[src/rtl/lvq_pkg.sv]
package lvq_pkg;

    typedef enum logic [1:0] {
        Q_EMPTY   = 2'd0,
        Q_PARTIAL = 2'd1,
        Q_FULL    = 2'd2
    } q_state_e;

endpackage

[src/rtl/lvq_storage.sv]
module lvq_storage #(
    parameter int DEPTH  = 16,
    parameter int ADDR_W = 32,
    parameter int DATA_W = 32,
    localparam int IDX_W = $clog2(DEPTH)
) (
    input  logic              clk,
    input  logic              wr_en,
    input  logic [IDX_W-1:0]  wr_idx,
    input  logic [ADDR_W-1:0] wr_addr,
    input  logic [DATA_W-1:0] wr_data,
    input  logic              wr_chk,
    input  logic [IDX_W-1:0]  rd_idx,
    output logic [ADDR_W-1:0] rd_addr,
    output logic [DATA_W-1:0] rd_data,
    output logic              rd_chk
);

    logic [ADDR_W-1:0] addr_mem [DEPTH];
    logic [DATA_W-1:0] data_mem [DEPTH];
    logic              chk_mem  [DEPTH];

    for (genvar g = 0; g < DEPTH; g++) begin : g_slot
        always_ff @(posedge clk) begin
            if (wr_en && (wr_idx == IDX_W'(g))) begin
                addr_mem[g] <= wr_addr;
                data_mem[g] <= wr_data;
                chk_mem[g]  <= wr_chk;
            end
        end
    end

    assign rd_addr = addr_mem[rd_idx];
    assign rd_data = data_mem[rd_idx];
    assign rd_chk  = chk_mem[rd_idx];

endmodule

[src/rtl/lvq_ckpt_table.sv]
module lvq_ckpt_table #(
    parameter int NUM_CKPT = 8,
    parameter int PTR_W    = 5,
    localparam int TAG_W   = $clog2(NUM_CKPT)
) (
    input  logic             clk,
    input  logic             rst_n,
    input  logic             wr_en,
    input  logic [TAG_W-1:0] wr_tag,
    input  logic [PTR_W-1:0] wr_ptr,
    input  logic [TAG_W-1:0] rd_tag,
    output logic [PTR_W-1:0] rd_ptr
);

    logic [PTR_W-1:0] snap_q [NUM_CKPT];

    for (genvar g = 0; g < NUM_CKPT; g++) begin : g_ckpt
        always_ff @(posedge clk) begin
            if (!rst_n) begin
                snap_q[g] <= '0;
            end else if (wr_en && (wr_tag == TAG_W'(g))) begin
                snap_q[g] <= wr_ptr;
            end
        end
    end

    assign rd_ptr = snap_q[rd_tag];

endmodule

[src/rtl/lvq_ctrl.sv]
module lvq_ctrl
    import lvq_pkg::*;
#(
    parameter int DEPTH  = 16,
    localparam int IDX_W = $clog2(DEPTH),
    localparam int PTR_W = IDX_W + 1
) (
    input  logic             clk,
    input  logic             rst_n,
    input  logic             push_req,
    input  logic             pop_req,
    input  logic             restore_en,
    input  logic [PTR_W-1:0] restore_ptr,
    output logic             push_fire,
    output logic             pop_fire,
    output logic             can_push,
    output logic             can_pop,
    output logic [PTR_W-1:0] head_q,
    output logic [PTR_W-1:0] tail_q,
    output logic [PTR_W-1:0] tail_after_push
);

    localparam logic [PTR_W-1:0] ONE_P   = PTR_W'(1);
    localparam logic [PTR_W-1:0] DEPTH_P = PTR_W'(DEPTH);

    q_state_e         state_q, state_nxt;
    logic [PTR_W-1:0] head_nxt, tail_nxt, cnt_nxt, cnt_q;

    // outputs decoded from the state register
    always_comb begin
        unique case (state_q)
            Q_EMPTY:   begin can_pop = 1'b0; can_push = 1'b1; end
            Q_PARTIAL: begin can_pop = 1'b1; can_push = 1'b1; end
            Q_FULL:    begin can_pop = 1'b1; can_push = 1'b0; end
            default:   begin can_pop = 1'b0; can_push = 1'b0; end
        endcase
    end

    assign push_fire       = push_req && can_push && !restore_en;
    assign pop_fire        = pop_req && can_pop;
    assign tail_after_push = push_fire ? tail_q + ONE_P : tail_q;
    assign head_nxt        = pop_fire ? head_q + ONE_P : head_q;
    assign tail_nxt        = restore_en ? restore_ptr : tail_after_push;
    assign cnt_nxt         = tail_nxt - head_nxt;
    assign cnt_q           = tail_q - head_q;

    // fill / drain / rollback transitions
    always_comb begin
        if (cnt_nxt == '0) begin
            state_nxt = Q_EMPTY;
        end else if (cnt_nxt == DEPTH_P) begin
            state_nxt = Q_FULL;
        end else begin
            state_nxt = Q_PARTIAL;
        end
    end

    always_ff @(posedge clk) begin
        if (!rst_n) begin
            state_q <= Q_EMPTY;
            head_q  <= '0;
            tail_q  <= '0;
        end else begin
            state_q <= state_nxt;
            head_q  <= head_nxt;
            tail_q  <= tail_nxt;
        end
    end

    assert_no_overflow_R3: assert property (@(posedge clk) disable iff (!rst_n)
        cnt_q <= DEPTH_P);

    assert_state_matches_count_R1: assert property (@(posedge clk) disable iff (!rst_n)
        (state_q == Q_EMPTY) == (cnt_q == '0));

    assert_push_advances_tail_R2: assert property (@(posedge clk) disable iff (!rst_n)
        push_fire |=> tail_q == $past(tail_q) + ONE_P);

    assert_empty_pop_stalls_R4: assert property (@(posedge clk) disable iff (!rst_n)
        (pop_req && state_q == Q_EMPTY) |=> head_q == $past(head_q));

    assert_restore_sets_tail_R6: assert property (@(posedge clk) disable iff (!rst_n)
        restore_en |=> tail_q == $past(restore_ptr));

endmodule

[src/rtl/speculative_load_value_queue.sv]
module speculative_load_value_queue #(
    parameter int DEPTH    = 16,
    parameter int ADDR_W   = 32,
    parameter int DATA_W   = 32,
    parameter int NUM_CKPT = 8,
    localparam int IDX_W   = $clog2(DEPTH),
    localparam int PTR_W   = IDX_W + 1,
    localparam int TAG_W   = $clog2(NUM_CKPT)
) (
    input  logic              clk,
    input  logic              rst_n,
    input  logic              lead_valid,
    output logic              lead_ready,
    input  logic [ADDR_W-1:0] lead_addr,
    input  logic [DATA_W-1:0] lead_data,
    input  logic              lead_chk,
    input  logic              br_ckpt_valid,
    input  logic [TAG_W-1:0]  br_ckpt_tag,
    input  logic              br_restore_valid,
    input  logic [TAG_W-1:0]  br_restore_tag,
    input  logic              trail_valid,
    output logic              trail_ready,
    input  logic [ADDR_W-1:0] trail_addr,
    output logic [DATA_W-1:0] trail_data,
    output logic              trail_addr_mismatch,
    output logic              trail_chk_error
);

    logic             push_fire, pop_fire, can_push, can_pop;
    logic [PTR_W-1:0] head_q, tail_q, tail_after_push, restore_ptr;
    logic [ADDR_W-1:0] head_addr;
    logic [DATA_W-1:0] head_data;
    logic              head_chk;

    lvq_ctrl #(.DEPTH(DEPTH)) u_ctrl (
        .clk             (clk),
        .rst_n           (rst_n),
        .push_req        (lead_valid),
        .pop_req         (trail_valid),
        .restore_en      (br_restore_valid),
        .restore_ptr     (restore_ptr),
        .push_fire       (push_fire),
        .pop_fire        (pop_fire),
        .can_push        (can_push),
        .can_pop         (can_pop),
        .head_q          (head_q),
        .tail_q          (tail_q),
        .tail_after_push (tail_after_push)
    );

    lvq_ckpt_table #(.NUM_CKPT(NUM_CKPT), .PTR_W(PTR_W)) u_ckpt (
        .clk    (clk),
        .rst_n  (rst_n),
        .wr_en  (br_ckpt_valid && !br_restore_valid),
        .wr_tag (br_ckpt_tag),
        .wr_ptr (tail_after_push),
        .rd_tag (br_restore_tag),
        .rd_ptr (restore_ptr)
    );

    lvq_storage #(.DEPTH(DEPTH), .ADDR_W(ADDR_W), .DATA_W(DATA_W)) u_store (
        .clk     (clk),
        .wr_en   (push_fire),
        .wr_idx  (tail_q[IDX_W-1:0]),
        .wr_addr (lead_addr),
        .wr_data (lead_data),
        .wr_chk  (lead_chk),
        .rd_idx  (head_q[IDX_W-1:0]),
        .rd_addr (head_addr),
        .rd_data (head_data),
        .rd_chk  (head_chk)
    );

    assign lead_ready          = can_push;
    assign trail_ready         = can_pop;
    assign trail_data          = head_data;
    assign trail_addr_mismatch = pop_fire && (trail_addr != head_addr);
    assign trail_chk_error     = pop_fire && (head_chk != ^{head_addr, head_data});

    assert_mismatch_needs_pop_R8: assert property (@(posedge clk) disable iff (!rst_n)
        trail_addr_mismatch |-> (trail_valid && trail_ready));

    assert_chk_error_needs_pop_R9: assert property (@(posedge clk) disable iff (!rst_n)
        trail_chk_error |-> (trail_valid && trail_ready));

    assert_no_push_when_full_R3: assert property (@(posedge clk) disable iff (!rst_n)
        !lead_ready |=> tail_q == $past(tail_q) || $past(br_restore_valid));

endmodule

[config.mk]
export PLATFORM = sky130hd
export DESIGN_NAME = speculative_load_value_queue
export DESIGN_NICKNAME = d
export VERILOG_FILES = /design/src/rtl/lvq_pkg.sv /design/src/rtl/lvq_storage.sv /design/src/rtl/lvq_ckpt_table.sv /design/src/rtl/lvq_ctrl.sv /design/src/rtl/speculative_load_value_queue.sv
export SDC_FILE = /design/constraint.sdc
export NUM_CORES = 1
export LEC_CHECK = 0
export BUFFER_PORTS_ARGS = -buffer_cell sky130_fd_sc_hd__buf_2
export CORE_MARGIN = 2
export CORE_UTILIZATION = 45
export DETAILED_ROUTE_END_ITERATION = 6
export PLACE_DENSITY = 0.62
export SLEW_MARGIN = 20
export SYNTH_ARGS = -nofsm -noshare
export SYNTH_HDL_FRONTEND = slang
export SYNTH_SLANG_ARGS = --single-unit
[constraint.sdc]
create_clock -name clk -period 10.2 [get_ports clk]
set_clock_uncertainty 0.05 [all_clocks]
set_input_delay 0.51 -clock clk [delete_from_list [all_inputs] [get_ports clk]]
set_output_delay 0.51 -clock clk [all_outputs]
set_load 0.005 [all_outputs]
* Yosys cells after proc, flatten, opt, wreduce, memory -nomap -nowiden *
Memories as Yosys holds them, arrays and structs flattened. A register that Yosys moved wholly into a read port is not among the register bits.
Index checks and enable logic that the tools add are counted.
Widths: inputs -> output; s select.

storage, ports and cells
  register bits = 12
  RAM bits = 1080
  output and inout bits = 36
  logic and storage cells = 339
  memories kept = 4

memories
  memory            words  width  read ports  clocked after Yosys merged registers in  write ports  RTL line              text
  u_store.addr_mem  16     32     1           1                                        1            lvq_storage.sv:19     logic [ADDR_W-1:0] addr_mem [DEPTH];
  u_store.data_mem  16     32     1           1                                        1            lvq_storage.sv:20     logic [DATA_W-1:0] data_mem [DEPTH];
  u_ckpt.snap_q     8      5      1           0                                        8            lvq_ckpt_table.sv:15  logic [PTR_W-1:0] snap_q [NUM_CKPT];
  u_store.chk_mem   16     1      1           1                                        1            lvq_storage.sv:21     logic chk_mem [DEPTH];

operators by class
  add/sub/neg operators = 3
  equal/unequal tests = 27
  multiplexer cells = 209
  bitwise operators = 9
  reductions and logical operators = 84

operator list
  kind                 count
  $mux 32              30
  $reduce_or 32->1     30
  $mux 4               48
  $mux 1               119
  $reduce_xor 64->1    1
  $mux 5               11
  $eq 4x4->1 const B   8
  $ne 32x32->1         1
  $logic_and 1x1->1    30
  $eq 4x3->1 const B   4
  $reduce_or 1->1      15
  $eq 3x3->1 const B   4
  $add 5x1->5 const B  2
  $eq 4x2->1 const B   2
  $or 1x1->1           8
  $eq 3x2->1 const B   2
  $reduce_or 2->1      3
  $eq 5x5->1 const B   1
  $logic_not 5->1      1
  $sub 5x5->5          1
  $eq 4x1->1 const B   1
  $logic_not 4->1      1
  $eq 3x1->1 const B   1
  $logic_not 3->1      1
  7 further kinds      7

* Longest topological paths before layout *
  word-level depth = 24
  mapped depth = 19
  depth with buffers taken out = 14

* Modules after synthesis *
A second synthesis with hierarchy kept.

second synthesis, totals
  cell total of the unflattened synthesis = 1922
  area total of the unflattened synthesis = 42545.8 um^2

by module, submodules not included
  module                        times used  cells each  area an instance (um^2)  seq. area each (um^2)
  lvq_storage                   1           1608        38942.3                  31230.0
  lvq_ckpt_table                1           127         1888.1                   1201.2
  speculative_load_value_queue  1           108         928.4                    0.0
  lvq_ctrl                      1           79          787.0                    240.2

* Worst setup path after synthesis *
Ideal clock, no wire load.

  path kind = input to register
  start = input br_restore_valid
  end = memory u_store.addr_mem[7][0], enable pin
  arrival time = 6.084 ns
  required time = 9.568 ns
  setup slack = 3.484 ns
  stages on the path = 5
  path buffers = 2
  cell sequence = clkbuf_1 -> and3b_1 -> clkbuf_1 -> nand2_1 -> nor3b_1

on the way
  cells in the longest elaborated chain, start to end = 21

ends and longest elaborated chain
  element                                                    RTL line                            text
  start: declaration                                         speculative_load_value_queue.sv:19  input logic br_restore_valid,
  $logic_not 1->1 (*)                                        lvq_ctrl.sv:39                      assign push_fire = push_req && can_push && !restore_en;
  $logic_and 1x1->1 (*)                                      lvq_ctrl.sv:39
  $logic_and 1x1->1                                          lvq_storage.sv:25                   if (wr_en && (wr_idx == IDX_W'(g))) begin
  $mux 1                                                     lvq_storage.sv:25
  $mux 1 (implied by the code)                               lvq_storage.sv:26                   addr_mem[g] <= wr_addr;
  $reduce_or 32->1 (no line)                                 --
  $mux 4 (no line) or $mux 1 (tied branches) (15 in series)  --
  end: declaration                                           lvq_storage.sv:19

Mark *: on every way between the ends. The rest lies on a longest branch, timed or not.

==> summary.txt <==
STA
  – Final hold violation count: 0
  – Final worst slack: about 3300 ps
  – Post-route setup TNS: 0 ps
  – Final period util: roughly two thirds
  – Max transition margin: around a quarter
  – Slew Limit Fails: 0
  – Maximum clock rate: roughly 150 MHz
  – RSZ-0062 raised after global routing: no
  – # setup viols final: 0
  – Worst slew pin tran: between 1000 and 1500 ps
  – Min Tclk post-route: 6870 ps

Critical path
  – Slowest CP cell: dfxtp_4
  – Critical path arrival: between 6000 and 7000 ps
  – CP Capture Type: output pin
  – Critical Path Fanout Max: 92
  – Worst setup SP type: register
  – Crit-path most repeated cell: xnor3_1
  – CP max stage delay: 760 ps
  – Worst Path Required: ~9600 ps
  – Sequence of cells on the critical path: buf_12, buf_4, mux4_2, mux4_2, xnor2_1, xnor3_1, xnor2_1, xnor3_1, xnor3_1, nor2_1, buf_2
  – CP Class: reg2out

Placement
  – Gpl congestion: 0.801
  – Place WS: 4060 ps
  – Placed insts: 3297
  – Count of buffers from port buffering: 144
  – DPL Wire Length: 54700 um

Layout
  – Final cell count without fillers: 3503
  – Synth-to-layout area growth: 13.1%
  – Fin nets: between 2000 and 2500
  – Reg area: between 30000 and 40000 um^2
  – Area of the multi-input gates: 9720 um^2
  – Fill count: around 7400
  – Layout cells sized above 1: between 20 and 30%

GRT
  – Largest net degree at the start of global routing: between 90 and 100
  – Initial antenna violation count: 15
  – First-pass GRT wire length: about 150000 um
  – Global-route usage over all layers: 20.6%
  – Vias in the first global route: 21044
  – Grt total ovfl: 0

Floorplanning
  – Full die area: 98100 um^2
  – Die X: 313 um
  – Floorplan row count: roughly 110
  – Initial core utilization: a little under half
  – Die Span Y: between 300 and 400 um
  – CORE AREA: between 90000 and 100000 um^2
  – Top-Level Pins: approximately 150

Synthesis
  – Synth cell types: 53
  – Register area share after synthesis: between 70% and 80%
  – Top cells by area, synth: edfxtp_1, mux4_2, mux2i_1, xnor2_1, mux4_1
  – Post-synth EDFFs: around 1100
  – Syn Nets: 2069
  – Synth top area share: between 70% and 80%
  – Gate Count Post-Synth: approximately 1900
  – FFs w/ async S/R, synth: 0%
  – Main flop type after synthesis: edfxtp_1
  – XOR/XNOR share of the synthesized area: between 2 and 2.5%
  – Post-synthesis simple-gate area fraction: 1.73%
  – Main combinational cell family by area after synthesis: multiplexers
  – Leading area contributor after synthesis: edfxtp_1
  – Post-synthesis adder-cell area fraction: less than 1%
  – Post-Syn Area per Cell: about 22 um^2
  – Post-synthesis compound-gate area fraction: under 10%
  – Synth warn: 0
  – Most numerous cell in the Yosys netlist: edfxtp_1
  – Number of synthesized register bits: between 1000 and 1500
  – Post-synthesis mux area share: 15.8%
  – Mapped Area: ~43000 um^2
  – Post-synth top cells: edfxtp_1, mux4_2, mux2i_1

Route
  – First drt pass iteration count: 5
  – DRC errors left: 0
  – Total number of vias: ~21000
  – DR vias/cell: 5.88
  – Total wire length after detailed routing: 101000 um
  – 1st-iter DRT viols: roughly 2000
  – Routed WL per cell: ~29 um
  – Routed Antenna Nets: 0

CTS
  – Clk Latency, worst-skew pair: approximately 680 ps
  – CTS tree: built
  – Post-CTS Hold Buffers: 0
  – Clock buffer count from CTS: 109
  – CTS-repair resized insts: 0
  – CTS sink cnt: 1092
  – Longest Clk Path Bufs: 3
  – H-tree Lvls: 3
  – Worst-path clk slew: around 60 ps
  – # Post-CTS Setup Buffers: 0
  – Clk root buf: clkbuf_16

Status
  – Outcome: completed

Pwr
  – Internal power: 8.12 mW
  – Sw Share: about a quarter
  – Switching power: about 2.6 mW
  – Worst IR drop on VDD: 0.224 mV
  – Seq pwr share: about 47%
  – PwrDens: between 200 and 250 nW/um^2
  – Logic pwr share: 15.9%
  – Clock share of power: 36.9%
  – Pleak: approximately 15 nW
  – Final Total Pwr: ~11 mW

Job
  – Max-cap violations: 0

Worst hold path
  – Hold WC Path Type: in2reg
routing by layer:
metal	up-vias	global-route usage, %	part of all wire, %
li1	8578	-	-
met1	11063	30.1	44
met2	797	32.5	47
met3	156	4.08	6.9
met4	16	4.47	1.9
met5	-	0	0.11
cell usage in the layout (no fill, tap or decap), types with 8 or more instances in the layout:
cell / netlist / layout
buf_4: 22 / 33
buf_2: 18 / 144
nand3_1: 9 / 9
clkbuf_1: 28 / 21
nand4_1: 8 / 8
xnor3_1: 13 / 13
inv_1: 9 / 8
nor2_1: 55 / 54
a221oi_1: 28 / 28
bufinv_16: 0 / 11
clkinv_2: 0 / 15
clkinv_1: 2 / 33
o21ai_0: 17 / 17
nand2_1: 46 / 46
a22oi_1: 46 / 46
mux4_1: 16 / 16
mux4_2: 236 / 236
mux2i_1: 102 / 102
dfxtp_1: 12 / 8
edfxtp_1: 1080 / 1080
xnor2_1: 56 / 56
clkbuf_16: 0 / 109
ha_1: 11 / 11
xor2_1: 25 / 25
registers in the layout, indices dropped and copies added, names as in the netlist:
name              cells
u_store.addr_mem    512
u_store.data_mem    512
u_ckpt.snap_q        40
u_store.chk_mem      16
u_ctrl.head_q         5
u_ctrl.tail_q         5
u_ctrl.state_q        2
area by class of cell:
cell class | instances | area share, %
inverter | 12 | 0.0978
clock buffer | 130 | 5.77
tap | 1265 | 3.26
clock inverter | 74 | 1.53
timing repair buffer | 180 | 2.12
sequential | 1092 | 67.2
antenna | 2 | 0.0103
multi-input combinational | 748 | 20.0
kinds of logic (layout without fill, tap and decap cells):
kind of cell / Yosys count / after routing
AO/OA/AOI/OAI: 124 / 124
flip-flops: 1092 / 1092
XOR/XNOR: 94 / 94
multiplexers: 359 / 359
buffers and inverters: 109 / 396
other: 0 / 2
AND/OR/NAND/NOR: 160 / 160
adder cells (fa/ha/maj): 11 / 11
through the flow:
stage               hold slack, ps  area, um^2  util (%)
floorplan                      448       43000         -
global placement               480       45100      47.5
detailed placement             476       45100      47.5
CTS                           83.0       48600      51.2
global route                  98.3       48600      51.2
finish                         125       48600      51.2
worst max-delay path: cells and delay by family (launching register included):
kind	cells	cell delay [ps]
simple gates	1	180
flops	1	760
mux	2	910
xor+xnor	5	2110
buf+inv	3	1440
power by group through the flow:
stage               Clock (mW)  Combinational [mW]  Sequential, mW
floorplan                    0                1.28            5.10
global placement             0                1.70            5.13
detailed placement           0                1.72            5.14
CTS                       4.01                1.73            5.04
global route              4.18                1.80            5.05
finish                    3.94                1.70            5.04
path summary, 6_finish.rpt:
| kind | slack [ps] | cells past startpoint | from | endpoint |
|---|---|---|---|---|
| max | 3330 | 11 | u_ctrl.head_q[1]$_SDFF_PN0_ | trail_chk_error |
| min | 120 | 1 | lead_addr[21] | u_store.addr_mem[9][21]$_DFFE_PP_ |
| max reg2reg | 6380 | 13 | u_ctrl.state_q[0]$_SDFF_PP0_ | u_ctrl.state_q[1]$_SDFF_PP0_ |
| min reg2reg | 500 | 2 | u_ctrl.head_q[4]$_SDFF_PN0_ | u_ctrl.head_q[4]$_SDFF_PN0_ |
Power figures use the tool's default switching activity.
